**src/rtl/rf_pkg.sv**
```systemverilog
package rf_pkg;
  localparam int SEL_W        = 4;
  localparam int NUM_BANKED   = 7;
  localparam int NUM_BANKS    = 2;
  localparam int NUM_HALF_REG = 2;
  localparam int PAIR_OFFSET  = 2;

  localparam logic [SEL_W-1:0] SEL_SB   = 4'd7;
  localparam logic [SEL_W-1:0] SEL_SP   = 4'd8;
  localparam logic [SEL_W-1:0] SEL_USP  = 4'd9;
  localparam logic [SEL_W-1:0] SEL_ISP  = 4'd10;
  localparam logic [SEL_W-1:0] SEL_FLG  = 4'd11;

  typedef enum logic [1:0] {
    SZ_LO   = 2'b00,
    SZ_HI   = 2'b01,
    SZ_WORD = 2'b10,
    SZ_PAIR = 2'b11
  } size_e;
endpackage

```
**src/rtl/rf_write_decode.sv**
```systemverilog
module rf_write_decode
  import rf_pkg::*;
#(
  parameter int W = 16
) (
  input  logic                     wr_en,
  input  logic [SEL_W-1:0]         wr_sel,
  input  logic [1:0]               wr_size,
  input  logic [2*W-1:0]           wr_data,
  input  logic                     spsel,
  output logic [NUM_BANKED-1:0]    lo_we,
  output logic [NUM_BANKED-1:0]    hi_we,
  output logic [NUM_BANKED-1:0][W-1:0] lane_d,
  output logic                     sb_we,
  output logic                     usp_we,
  output logic                     isp_we
);
  localparam int H = W / 2;

  size_e sz;
  assign sz = size_e'(wr_size);

  for (genvar i = 0; i < NUM_BANKED; i++) begin : g_lane
    localparam logic [SEL_W-1:0] MY_SEL  = SEL_W'(i);
    localparam bit               HAS_HALF = (i < NUM_HALF_REG);
    localparam bit               IS_UPPER = (i >= PAIR_OFFSET) && (i < PAIR_OFFSET + NUM_HALF_REG);
    localparam logic [SEL_W-1:0] LOW_SEL = IS_UPPER ? SEL_W'(i - PAIR_OFFSET) : '1;

    always_comb begin
      lo_we[i]  = 1'b0;
      hi_we[i]  = 1'b0;
      lane_d[i] = wr_data[W-1:0];
      if (wr_en) begin
        unique case (sz)
          SZ_WORD: begin
            lo_we[i] = (wr_sel == MY_SEL);
            hi_we[i] = (wr_sel == MY_SEL);
          end
          SZ_LO: begin
            lo_we[i]  = HAS_HALF && (wr_sel == MY_SEL);
            lane_d[i] = {2{wr_data[H-1:0]}};
          end
          SZ_HI: begin
            hi_we[i]  = HAS_HALF && (wr_sel == MY_SEL);
            lane_d[i] = {2{wr_data[H-1:0]}};
          end
          SZ_PAIR: begin
            if (HAS_HALF && (wr_sel == MY_SEL)) begin
              lo_we[i] = 1'b1;
              hi_we[i] = 1'b1;
            end else if (IS_UPPER && (wr_sel == LOW_SEL)) begin
              lo_we[i]  = 1'b1;
              hi_we[i]  = 1'b1;
              lane_d[i] = wr_data[2*W-1:W];
            end
          end
          default: ;
        endcase
      end
    end
  end

  logic word_wr;
  assign word_wr = wr_en && (sz == SZ_WORD);
  assign sb_we   = word_wr && (wr_sel == SEL_SB);
  assign usp_we  = word_wr && ((wr_sel == SEL_USP) || ((wr_sel == SEL_SP) && spsel));
  assign isp_we  = word_wr && ((wr_sel == SEL_ISP) || ((wr_sel == SEL_SP) && !spsel));
endmodule

```
**src/rtl/rf_bank_store.sv**
```systemverilog
module rf_bank_store
  import rf_pkg::*;
#(
  parameter int W      = 16,
  parameter int NB     = NUM_BANKED,
  parameter int NBANKS = NUM_BANKS
) (
  input  logic                   clk,
  input  logic                   rst,
  input  logic [((NBANKS > 1) ? $clog2(NBANKS) : 1)-1:0] bank,
  input  logic [NB-1:0]          lo_we,
  input  logic [NB-1:0]          hi_we,
  input  logic [NB-1:0][W-1:0]   lane_d,
  output logic [NB-1:0][W-1:0]   act_nxt
);
  localparam int H = W / 2;

  logic [W-1:0] mem [NBANKS][NB];

  for (genvar i = 0; i < NB; i++) begin : g_nxt
    logic [W-1:0] cur;
    assign cur        = mem[bank][i];
    assign act_nxt[i] = {hi_we[i] ? lane_d[i][W-1:H] : cur[W-1:H],
                         lo_we[i] ? lane_d[i][H-1:0] : cur[H-1:0]};
  end

  always_ff @(posedge clk) begin
    if (rst) begin
      for (int b = 0; b < NBANKS; b++)
        for (int i = 0; i < NB; i++)
          mem[b][i] <= '0;
    end else begin
      for (int i = 0; i < NB; i++)
        mem[bank][i] <= act_nxt[i];
    end
  end
endmodule

```
**src/rtl/rf_sys_regs.sv**
```systemverilog
module rf_sys_regs #(
  parameter int W = 16
) (
  input  logic         clk,
  input  logic         rst,
  input  logic         sb_we,
  input  logic         usp_we,
  input  logic         isp_we,
  input  logic [W-1:0] wdat,
  input  logic         flag_we,
  input  logic [W-1:0] flag_wdata,
  output logic [W-1:0] sb_nxt,
  output logic [W-1:0] usp_nxt,
  output logic [W-1:0] isp_nxt,
  output logic [W-1:0] flag_nxt,
  output logic [W-1:0] flag_q
);
  logic [W-1:0] sb_q, usp_q, isp_q;

  assign sb_nxt   = sb_we   ? wdat       : sb_q;
  assign usp_nxt  = usp_we  ? wdat       : usp_q;
  assign isp_nxt  = isp_we  ? wdat       : isp_q;
  assign flag_nxt = flag_we ? flag_wdata : flag_q;

  always_ff @(posedge clk) begin
    if (rst) begin
      sb_q   <= '0;
      usp_q  <= '0;
      isp_q  <= '0;
      flag_q <= '0;
    end else begin
      sb_q   <= sb_nxt;
      usp_q  <= usp_nxt;
      isp_q  <= isp_nxt;
      flag_q <= flag_nxt;
    end
  end
endmodule

```
**src/rtl/rf_read_port.sv**
```systemverilog
module rf_read_port
  import rf_pkg::*;
#(
  parameter int W  = 16,
  parameter int NB = NUM_BANKED
) (
  input  logic                 clk,
  input  logic                 rst,
  input  logic [SEL_W-1:0]     sel,
  input  logic [1:0]           size,
  input  logic [NB-1:0][W-1:0] act_nxt,
  input  logic [W-1:0]         sb_nxt,
  input  logic [W-1:0]         usp_nxt,
  input  logic [W-1:0]         isp_nxt,
  input  logic [W-1:0]         flag_nxt,
  input  logic                 spsel,
  output logic [2*W-1:0]       rd_data
);
  localparam int H = W / 2;

  size_e        sz;
  logic [2*W-1:0] val;
  int           idx;

  assign sz  = size_e'(size);
  assign idx = int'(sel);

  always_comb begin
    val = '0;
    if (idx < NB) begin
      unique case (sz)
        SZ_WORD: val = {{W{1'b0}}, act_nxt[idx]};
        SZ_LO:   if (idx < NUM_HALF_REG) val = {{(2*W-H){1'b0}}, act_nxt[idx][H-1:0]};
        SZ_HI:   if (idx < NUM_HALF_REG) val = {{(2*W-H){1'b0}}, act_nxt[idx][W-1:H]};
        SZ_PAIR: if (idx < NUM_HALF_REG) val = {act_nxt[idx + PAIR_OFFSET], act_nxt[idx]};
        default: ;
      endcase
    end else if (sz == SZ_WORD) begin
      unique case (sel)
        SEL_SB:  val = {{W{1'b0}}, sb_nxt};
        SEL_SP:  val = {{W{1'b0}}, spsel ? usp_nxt : isp_nxt};
        SEL_USP: val = {{W{1'b0}}, usp_nxt};
        SEL_ISP: val = {{W{1'b0}}, isp_nxt};
        SEL_FLG: val = {{W{1'b0}}, flag_nxt};
        default: val = '0;
      endcase
    end
  end

  always_ff @(posedge clk) begin
    if (rst) rd_data <= '0;
    else     rd_data <= val;
  end
endmodule

```
**src/rtl/banked_regfile.sv**
```systemverilog
module banked_regfile
  import rf_pkg::*;
#(
  parameter int W         = 16,
  parameter int BANK_BIT  = 4,
  parameter int SPSEL_BIT = 7
) (
  input  logic             clk,
  input  logic             rst,
  input  logic             flag_we,
  input  logic [W-1:0]     flag_wdata,
  output logic [W-1:0]     flags,
  input  logic             wr_en,
  input  logic [SEL_W-1:0] wr_sel,
  input  logic [1:0]       wr_size,
  input  logic [2*W-1:0]   wr_data,
  input  logic [SEL_W-1:0] rd0_sel,
  input  logic [1:0]       rd0_size,
  output logic [2*W-1:0]   rd0_data,
  input  logic [SEL_W-1:0] rd1_sel,
  input  logic [1:0]       rd1_size,
  output logic [2*W-1:0]   rd1_data
);
  localparam int NUM_RD = 2;
  localparam int BANK_IW = (NUM_BANKS > 1) ? $clog2(NUM_BANKS) : 1;

  logic [W-1:0] flag_q, flag_nxt, sb_nxt, usp_nxt, isp_nxt;
  logic         spsel;
  logic [BANK_IW-1:0] bank;

  // bank and stack choice use the flag value before this cycle's load
  assign bank  = BANK_IW'(flag_q[BANK_BIT]);
  assign spsel = flag_q[SPSEL_BIT];
  assign flags = flag_q;

  logic [NUM_BANKED-1:0]         lo_we, hi_we;
  logic [NUM_BANKED-1:0][W-1:0]  lane_d, act_nxt;
  logic sb_we, usp_we, isp_we;

  rf_write_decode #(.W(W)) u_dec (
    .wr_en(wr_en), .wr_sel(wr_sel), .wr_size(wr_size), .wr_data(wr_data),
    .spsel(spsel), .lo_we(lo_we), .hi_we(hi_we), .lane_d(lane_d),
    .sb_we(sb_we), .usp_we(usp_we), .isp_we(isp_we)
  );

  rf_bank_store #(.W(W), .NB(NUM_BANKED), .NBANKS(NUM_BANKS)) u_banks (
    .clk(clk), .rst(rst), .bank(bank), .lo_we(lo_we), .hi_we(hi_we),
    .lane_d(lane_d), .act_nxt(act_nxt)
  );

  rf_sys_regs #(.W(W)) u_sys (
    .clk(clk), .rst(rst), .sb_we(sb_we), .usp_we(usp_we), .isp_we(isp_we),
    .wdat(wr_data[W-1:0]), .flag_we(flag_we), .flag_wdata(flag_wdata),
    .sb_nxt(sb_nxt), .usp_nxt(usp_nxt), .isp_nxt(isp_nxt),
    .flag_nxt(flag_nxt), .flag_q(flag_q)
  );

  logic [SEL_W-1:0] rsel  [NUM_RD];
  logic [1:0]       rsize [NUM_RD];
  logic [2*W-1:0]   rdat  [NUM_RD];

  assign rsel[0]  = rd0_sel;
  assign rsize[0] = rd0_size;
  assign rsel[1]  = rd1_sel;
  assign rsize[1] = rd1_size;
  assign rd0_data = rdat[0];
  assign rd1_data = rdat[1];

  for (genvar p = 0; p < NUM_RD; p++) begin : g_rd
    rf_read_port #(.W(W), .NB(NUM_BANKED)) u_rd (
      .clk(clk), .rst(rst), .sel(rsel[p]), .size(rsize[p]),
      .act_nxt(act_nxt), .sb_nxt(sb_nxt), .usp_nxt(usp_nxt), .isp_nxt(isp_nxt),
      .flag_nxt(flag_nxt), .spsel(spsel), .rd_data(rdat[p])
    );
  end
endmodule

```
**config.mk**
```make
export PLATFORM = sky130hd
export DESIGN_NAME = banked_regfile
export DESIGN_NICKNAME = d
export VERILOG_FILES = /design/src/rtl/rf_pkg.sv /design/src/rtl/rf_write_decode.sv /design/src/rtl/rf_bank_store.sv /design/src/rtl/rf_sys_regs.sv /design/src/rtl/rf_read_port.sv /design/src/rtl/banked_regfile.sv
export SDC_FILE = /design/constraint.sdc
export NUM_CORES = 1
export LEC_CHECK = 0
export CAP_MARGIN = 20
export CORE_MARGIN = 3
export CORE_UTILIZATION = 50
export CTS_CLUSTER_SIZE = 24
export DETAILED_ROUTE_END_ITERATION = 7
export PLACE_DENSITY = 0.7
export SKIP_CTS_REPAIR_TIMING = 1
export SYNTH_ARGS = -nofsm -noshare
export SYNTH_HDL_FRONTEND = slang
export SYNTH_SLANG_ARGS = --single-unit
```
**constraint.sdc**
```tcl
create_clock -name clk -period 5.6 [get_ports clk]
set_input_delay 0.84 -clock clk [delete_from_list [all_inputs] [get_ports clk]]
set_output_delay 0.84 -clock clk [all_outputs]
set_load 0.03 [all_outputs]
```
After elaboration in Yosys (flattened, before gate mapping)
Memory sizes are Yosys's and may differ from the RTL's. A register that Yosys moved wholly into a read port is not among the register bits.
Index checks and enable logic that the tools add are counted.
{"block": "classes", "n_lt_le_gt_ge": 8, "muxes": 78, "n_reduce_logical": 17, "n_eq_ne": 29, "addsub": 2}
{"op": "2-to-1 mux 16 bit", "count": 17}
{"op": "one-hot mux 32 bit (4 select lines)", "count": 2}
{"op": "binary-select mux 16 bit (select 3 bit)", "count": 4}
{"op": "2-to-1 mux 32 bit", "count": 6}
{"op": "one-hot mux 16 bit (5 select lines)", "count": 2}
{"op": "2-to-1 mux 8 bit", "count": 18}
{"op": "2-to-1 mux 112 bit", "count": 1}
{"op": "OR reduction 112 bit", "count": 1}
{"op": "less-than comparator 32 x 5 -> 1 bit, second input constant", "count": 2}
{"op": "one-hot mux 16 bit (2 select lines)", "count": 2}
{"op": "== test 4 bit, second input constant", "count": 11}
{"op": "== test 4 x 3 -> 1 bit, second input constant", "count": 6}
{"op": "2-to-1 mux 1 bit", "count": 20}
{"op": "== test 2 bit, second input constant", "count": 6}
{"op": "one-hot mux 1 bit (2 select lines)", "count": 6}
{"op": "adder 4 x 2 -> 5 bit, second input constant", "count": 2}
{"op": "== test 4 x 2 -> 1 bit, second input constant", "count": 2}
{"op": "less-than comparator 4 x 2 -> 1 bit, second input constant", "count": 2}
{"op": "less-than comparator 4 x 3 -> 1 bit, second input constant", "count": 2}
{"op": "less-than comparator 4 bit, second input constant", "count": 2}
{"op": "== test 2 x 1 -> 1 bit, second input constant", "count": 3}
{"op": "logical AND 1 bit", "count": 6}
{"op": "zero test 2 bit", "count": 3}
{"op": "OR reduction 2 bit", "count": 3}
{"op": "other kinds (4)", "count": 5}
{"block": "totals", "ram_bits": 224, "inputBits": 70, "regBits": 128, "mem_count": 1, "output_inout_bits": 80}
{"memory": "u_banks.mem", "words": 2, "width": 112, "read_ports": 1, "rd_clocked_by_memory_dff": 1, "write_ports": 2, "line_no": "rf_bank_store.sv:18", "source": "logic [W-1:0] mem [NBANKS][NB];"}

Longest topological paths before layout
Gate-level depths: netlist (run 1).
{"block": "logic_depth", "depth_word": 11, "depth_mapped": 11}

By module
A second synthesis (run 1) with hierarchy kept.
{"block": "unflattened", "hier_cells": 2105, "hier_area_um2": 22143.7}
{"mod": "rf_bank_store", "seq_area_each_um2": 6726.5, "cells_each": 1008, "n_inst": 1, "area_per_inst_um2": 12016.5}
{"mod": "rf_read_port", "seq_area_each_um2": 640.6, "cells_each": 343, "n_inst": 2, "area_per_inst_um2": 2991.6}
{"mod": "rf_sys_regs", "seq_area_each_um2": 1281.2, "cells_each": 207, "n_inst": 1, "area_per_inst_um2": 2668.8}
{"mod": "rf_write_decode", "seq_area_each_um2": 0.0, "cells_each": 204, "n_inst": 1, "area_per_inst_um2": 1475.2}

Worst setup path before layout (run 1)
No wires, ideal clock.
{"block": "synth_timing", "kind": "input to register", "from": "input port rst", "to": "memory u_banks.mem[0][0] (netlist name) (enable)", "arrival_ns": 3.994, "cell_stages": 4, "setup_time_ns": 0.471, "required_ns": 5.129, "path_buffers": 3, "setup_slack_ns": 1.135, "path_cell_list": "clkbuf_1 -> clkbuf_1 -> clkbuf_1 -> nand2b_1"}
{"element": "from (decl)", "line_no": "banked_regfile.sv:9", "source": "input logic rst,"}
{"element": "to (decl)", "line_no": "rf_bank_store.sv:18"}

Final worst setup path (run 1)
{"block": "layout_timing", "from": "input port wr_sel[1]", "to": "register g_rd[0].u_rd.rd_data[14]"}
{"block": "layout_via", "elab_chain_len": 10, "word_cells_on_any_way": 58, "classes_between": "eq/ne: 10; mux: 40; reduce/logical: 8"}
{"element": "from (decl)", "line_no": "banked_regfile.sv:14", "source": "input logic [SEL_W-1:0] wr_sel,"}
{"element": "== test 4 x 1 -> 1 bit or zero test 4 bit (tied branches)"}
{"element": "2-to-1 mux 1 bit or 2-to-1 mux 16 bit (tied branches)", "line_no": "rf_write_decode.sv:48, rf_write_decode.sv:51"}
{"element": "one-hot mux 1 bit (2 select lines) or one-hot mux 16 bit (2 select lines) (tied branches)", "line_no": "rf_write_decode.sv:34", "source": "unique case (sz)"}
{"element": "2-to-1 mux 1 bit or 2-to-1 mux 16 bit (tied branches)", "line_no": "rf_write_decode.sv:33", "source": "if (wr_en) begin"}
{"element": "2-to-1 mux 8 bit", "line_no": "rf_bank_store.sv:23", "source": "assign act_nxt[i] = {hi_we[i] ? lane_d[i][W-1:H] : cur[W-1:H],"}
{"element": "binary-select mux 16 bit (select 3 bit)", "line_no": "rf_read_port.sv:32, rf_read_port.sv:35"}
{"element": "2-to-1 mux 16 bit (implied by the code)", "line_no": "rf_read_port.sv:32, rf_read_port.sv:35"}
{"element": "2-to-1 mux 32 bit", "line_no": "rf_read_port.sv:35", "source": "SZ_PAIR: if (idx < NUM_HALF_REG) val = {act_nxt[idx + PAIR_OFFSET], act_nxt[idx]};"}
{"element": "one-hot mux 32 bit (4 select lines)", "line_no": "rf_read_port.sv:31", "source": "unique case (sz)"}
{"element": "2-to-1 mux 32 bit *", "line_no": "rf_read_port.sv:30", "source": "if (idx < NB) begin"}
{"element": "to (signal assigned)", "line_no": "rf_read_port.sv:52", "source": "else rd_data <= val;"}
{"element": "to (decl)", "line_no": "rf_read_port.sv:17", "source": "output logic [2*W-1:0] rd_data"}
Every way passes the cells marked *; elsewhere a longest branch is shown, timed or not. The select of a mux whose other input is x is not followed.
A chain may end at the register's enable or synchronous reset.

==> results of run 1 <==
[routing by layer]
layer,vias to the layer above,share of wire,global-route usage
li1,8431,-,-
met1,9709,0.38,0.516
met2,1527,0.41,0.558
met3,377,0.14,0.132
met4,6,0.067,0.208
met5,-,0.00045,0
[flip-flops by register name, summed over array words and instances, names as in the netlist]
register / count
g_rd.u_rd.rd_data: 64
u_banks.mem: 224
u_sys.sb_q: 16
u_sys.isp_q: 16
u_sys.usp_q: 16
u_sys.flag_q: 16
[per-stage QoR]
stage | hold WS [ns] | cells | worst slack [ns] | total power, mW
2_1_floorplan | 0.468 | 2165 | 1.14 | 3.78
3_3_place_gp | 0.484 | 2733 | 0.664 | 4.29
3_5_place_dp | 0.495 | 2735 | 0.664 | 4.30
4_1_cts | 0.508 | 2809 | 1.25 | 7.05
5_1_grt | 0.548 | 2809 | 1.12 | 7.26
6_report | 0.512 | 2811 | 1.15 | 7.10
[worst min-delay path, delay by kind of cell, from the launching register on]
kind | cells | cell delay [ns]
compound gates | 1 | 0.09
flops | 1 | 0.31
simple gates | 1 | 0.08
[cells in the final DEF, fill, tap and decap left out, drive strengths merged, types with 9 or more instances in the layout]
cell type      instances
a211o                 15
buf                   91
o22ai                 55
nand3                 66
mux4                   9
nor2b                 44
edfxtp               224
mux2i                165
o31a                  16
nor2                 311
o2bb2ai               23
o32ai                  9
a311o                 10
a21o                  16
clkbuf                56
inv                   18
mux2                 112
a21boi                12
a31oi                 50
or3                    9
nand2b                20
a221o                  9
o21a                  18
nand4                 16
a31o                  12
o211ai                31
a21oi                102
o31ai                 20
and2                  14
o221ai                24
o21ai                117
and3                   9
nor4                   9
a211oi                25
dfxtp                128
clkdlybuf4s50        145
nor3                  35
clkinv                11
nand2                 97
[cells by family (layout without fill, tap and decap cells)]
family                     Yosys count  count (layout)
and+or+nand+nor                    663             663
AOI/OAI and AO/OA                  641             641
DFF                                352             352
muxes                              286             286
buffers and inverters              216             328
xor gates and xnor gates             4               4
adders and majority gates            3               3
other                                0               2
[power by group]
part | switching (mW) | leakage [nW] | total (mW) | internal [mW]
Clock | 1.14 | 0.662 | 2.79 | 1.65
Combinational | 0.891 | 4.69 | 1.32 | 0.427
Sequential | 0.0639 | 3.53 | 3.00 | 2.93
Total | 2.09 | 8.89 | 7.10 | 5.01
[final cells by class]
class / count / area [um^2] / area share
inverter: 18 / 67.6 / 0.00278
timing repair buffer: 236 / 2150 / 0.0883
sequential: 352 / 9290 / 0.382
clock inverter: 18 / 198 / 0.00813
tap: 532 / 666 / 0.0274
clock buffer: 56 / 1170 / 0.0483
multi-input combinational: 1597 / 10800 / 0.443
antenna: 2 / 5.00 / 0.000206
[path summary, 6_finish.rpt]
| path | start | to | slack [ns] | depth (start not counted) |
|---|---|---|---|---|
| worst max-delay path | wr_sel[1] | g_rd[0].u_rd.rd_data[14] | 1.15 | 8 |
| worst min-delay path | u_sys.sb_q[6] | u_sys.sb_q[6] | 0.51 | 2 |
| worst max register to register | u_sys.flag_q[4] | g_rd[0].u_rd.rd_data[14] | 2.00 | 6 |
| worst min register to register | u_sys.sb_q[6] | u_sys.sb_q[6] | 0.51 | 2 |
==> run_results.csv, run 1 <==
group,metric,value,unit
setup_path,critPathCaptureType,"register",
setup_path,cp.buffers_inverters,2,
power_and_ir_drop,p_leak,8.89,nW
clocking,cts_tree,"done",
setup_path,setup.worst_path.start_class,"primary input",
timing,final_hold_viol_count,0,
power_and_ir_drop,p_per_area,292,nW/um^2
die,start_util,0.509,
die,die_area,44200,um^2
timing,clock_skew,0.0306,ns
synth,synth-xor-area-share,0.00168,
final_layout,nNetsFinal,2317,
min_path,hold_path.class,"register to register",
synth,synth_nets,2237,
synth,synth_area,20900,um^2
detailed_routing,vias_per_cell,7.13,
clocking,numCtsBuffers,40,
setup_path,worstSetupPathType,"primary input to register",
synth,ys.flop_type,"edfxtp_1",
setup_path,path_cells,"clkdlybuf4s50_1, or4b_4, nor3_2, buf_4, mux2i_1, o32ai_1, nor3_1, a32o_1",
grt,antenna_found_initial,4,
timing,rsz0062_at_grt,"no",
final_layout,finish.instance_area,24300,um^2
final_layout,area_growth,16.5,%
clocking,htree_levels,2,
final_layout,fillCellCount,3500,
synth,ys_seq_elements,352,
grt,grt_usage,0.387,
placement,port_buffers,149,
grt,grt_overflow,0,
clocking,clk_transition_reported_paths,0.06,ns
grt,grt_pass1_wl,127,mm
synth,synth_adder_area_share,0.00168,
power_and_ir_drop,peakVddDrop,0.000277,V
timing,fmax,225,MHz
detailed_routing,vias,20050,
timing,setup_tns,0,ns
clocking,clk_path_buf_depth,3,
synth,yosys-top-cells-count,"nor2_1 (311), edfxtp_1 (224), mux2i_1 (165)",
final_layout,final_layout_size_suffix_gt1_frac,0.135,
synth,synth.mux.area_fraction,0.149,
setup_path,cpLargestDelayFamily,"simple AND/OR/NAND/NOR gates",
timing,min_period,4.45,ns
synth,synth.most_common_cell,"nor2_1",
synth,async_flop_share,0,
detailed_routing,wl_per_cell,31.4,um
detailed_routing,drtIter0Drc,3264,
setup_path,cp.required,6.10,ns
synth,synth_edf_count,224,
synth,synth_cells,2165,
die,die_h,210,um
die,rows,74,
setup_path,crit_slowest_cell,"clkdlybuf4s50_1",
timing,setup_violations,0,
grt,grt_max_degree,92,
synth,synth_area_leader_cell,"edfxtp_1",
synth,yosysWarnings,0,
timing,finalMaxSlewViolations,0,
final_layout,postLayoutCoreUtil,0.593,
placement,dp_hpwl,62.4,mm
die,ioPinCount,150,
timing,fin_crit_sh,0.795,
die,floorplan.die.width,210,um
run_status,status,"complete, no violations",
synth,yosys.area_share.simple,0.148,
timing,worstMarginPinSlew,1.17,ns
clocking,clkLatencyLatePin,0.59,ns
detailed_routing,drt-pass1-iter-count,6,
synth,yosysUniqueCellTypes,89,
setup_path,cpPeakStageDelay,0.91,ns
setup_path,arrival,4.96,ns
timing,maxSlewHeadroom,0.213,
clocking,root_buffer,"clkbuf_16",
die,core_region_area,41000,um^2
synth,synth_top_area_frac,0.322,
synth,synthTopCellsByArea,"edfxtp_1 (32%), dfxtp_1 (12%), mux2i_1 (7.9%)",
grt,grt_pass1_vias,18711,
detailed_routing,route.detailed.drc,0,
synth,synth_compound_area_frac,0.212,
placement,placed_area,22900,um^2
clocking,cts_sinks,352,
synth,syn_area_per_cell,9.64,um^2
synth,synth_top_family_by_area,"compound AO/OA/AOI/OAI gates",
detailed_routing,ant_nets,0,
synth,ys_seq_area_frac,0.445,
setup_path,cp_max_fo,21,
detailed_routing,routed_wl,88.3,mm
job,cap_violations,0,
placement,place.gp.congestion,1.10,
No activity file was read; power rests on OpenSTA's default activity.
==> inputs of run 2 (changes only) <==
==> constraint.sdc (replaced) <==
create_clock -name clk -period 4.3 [get_ports clk]
set_input_delay 0.645 -clock clk [delete_from_list [all_inputs] [get_ports clk]]
set_output_delay 0.645 -clock clk [all_outputs]
set_load 0.03 [all_outputs]
==> run_results.csv, run 2 (same netlist as run 1, synthesis figures left out) <==
group,metric,value,unit
die,start_util,0.509,
clocking,clk_path_buf_depth,3,
timing,rsz0062_at_grt,"no",
clocking,root_buffer,"clkbuf_16",
die,die_h,210,um
grt,grt_pass1_vias,19268,
detailed_routing,vias,20428,
clocking,numCtsBuffers,41,
setup_path,setup.worst_path.start_class,"primary input",
timing,fmax,275,MHz
final_layout,largest_reg_flops,224,
clocking,clkLatencyLatePin,0.59,ns
final_layout,final_common_cell,"nor2_1",
die,ioPinCount,150,
clocking,cts_sinks,352,
final_layout,nNetsFinal,2407,
detailed_routing,drtIter0Drc,3519,
power_and_ir_drop,p_leak,9.37,nW
grt,grt_usage,0.410,
power_and_ir_drop,peakVddDrop,0.000307,V
die,die_area,44200,um^2
setup_path,path_cells,"clkdlybuf4s50_1, or4b_2, o21ai_0, a31oi_1, mux2i_1, a221oi_1, a221o_1",
grt,top_usage_layer,"met2",
final_layout,area_growth,20.3,%
die,core_region_area,41000,um^2
setup_path,cpLargestDelayFamily,"compound AO/OA/AOI/OAI gates",
timing,worstMarginPinSlew,1.04,ns
final_layout,final_layout_size_suffix_gt1_frac,0.169,
setup_path,cp.buffers_inverters,1,
final_layout,top_register,"u_banks.mem",
clocking,cts_tree,"done",
final_layout,final_cell_mix,"nor2_1 (311), edfxtp_1 (224), buf_4 (169)",
die,floorplan.die.width,210,um
setup_path,cp_max_fo,25,
detailed_routing,ant_nets,0,
timing,min_period,3.63,ns
final_layout,fillCellCount,3476,
timing,clock_skew,0.0227,ns
timing,setup_violations,0,
setup_path,critPathCaptureType,"register",
detailed_routing,vias_per_cell,7.04,
grt,grtUsageMet3,0.117,
placement,dp_hpwl,66.6,mm
grt,grt_overflow,0,
run_status,status,"complete, no violations",
grt,globalRouteMet2Util,0.606,
setup_path,worstSetupPathType,"primary input to register",
final_layout,finalNonFillerCells,2903,
final_layout,top_regs,"u_banks.mem x224, g_rd.u_rd.rd_data x64",
timing,fin_crit_sh,0.844,
clocking,htree_levels,2,
timing,maxSlewHeadroom,0.301,
job,cap_violations,0,
timing,finalMaxSlewViolations,0,
grt,antenna_found_initial,5,
grt,grt_pass1_wl,134,mm
grt,grt.met1_usage,0.553,
placement,place.gp.congestion,1.10,
detailed_routing,route.detailed.drc,0,
placement,placed_cells_incl_taps,2824,
final_layout,final-seq-area,9290,um^2
detailed_routing,wl_per_cell,32.0,um
timing,final_hold_viol_count,0,
setup_path,cp.required,4.77,ns
detailed_routing,drt-pass1-iter-count,6,
grt,grt_max_degree,129,
clocking,clk_transition_reported_paths,0.06,ns
timing,setup_tns,0,ns
die,rows,74,
setup_path,cpPeakStageDelay,0.92,ns
setup_path,arrival,4.10,ns
setup_path,crit_slowest_cell,"or4b_2",
min_path,hold_path.class,"register to register",
final_layout,multi_input_area,10800,um^2
detailed_routing,routed_wl,92.9,mm
placement,port_buffers,149,
power_and_ir_drop,p_per_area,377,nW/um^2
[run 2: report_power, final]
| group | switching (mW) | internal [mW] |
|---|---|---|
| sequential | 0.0821 | 3.82 |
| combinational | 1.21 | 0.627 |
| clock | 1.49 | 2.24 |
[run 2: area by class of cell]
cell class / instances / area share
flip-flops and latches: 352 / 0.370
clock buffers: 61 / 0.0492
well taps: 532 / 0.0265
multi-input cells: 1597 / 0.428
repair buffers: 325 / 0.116
inverters: 18 / 0.00269
diodes: 3 / 0.000299
clock inverters: 15 / 0.00762
[run 2: path summary, 6_finish.rpt]
kind / to / cells after the start / slack (ns) / startpoint
worst max-delay path: g_rd[1].u_rd.rd_data[3] / 7 / 0.67 / wr_size[0]
worst min-delay path: u_sys.sb_q[2] / 2 / 0.53 / u_sys.sb_q[2]
worst max register to register: g_rd[1].u_rd.rd_data[5] / 7 / 0.97 / u_sys.flag_q[4]
worst min register to register: u_sys.sb_q[2] / 2 / 0.53 / u_sys.sb_q[2]
[run 2: worst register-to-register path, cell delays in order (launching register included)]
cell	delay [ns]
dfxtp_4	0.96
buf_4	0.44
mux2_2	0.38
a31oi_1	0.14
a31oi_1	0.12
mux2i_1	0.60
a221oi_1	0.21
a221o_1	0.35
[run 2: layer usage]
| layer | vias to the layer above | share of wire |
|---|---|---|
| li1 | 8587 | - |
| met1 | 9857 | 0.38 |
| met5 | - | 0.00029 |
| met3 | 320 | 0.13 |
| met4 | 4 | 0.061 |
| met2 | 1660 | 0.43 |
[run 2: metrics by stage]
stage	utilization	cell area [um^2]	hold slack, ns	total power [mW]	setup slack (ns)
floorplan	-	20900	0.468	4.92	0.0301
global placement	0.577	23700	0.504	5.69	0.256
detailed placement	0.577	23700	0.510	5.72	0.196
CTS	0.612	25100	0.527	9.42	0.807
global route	0.612	25100	0.548	9.69	0.533
finish	0.612	25100	0.532	9.46	0.670
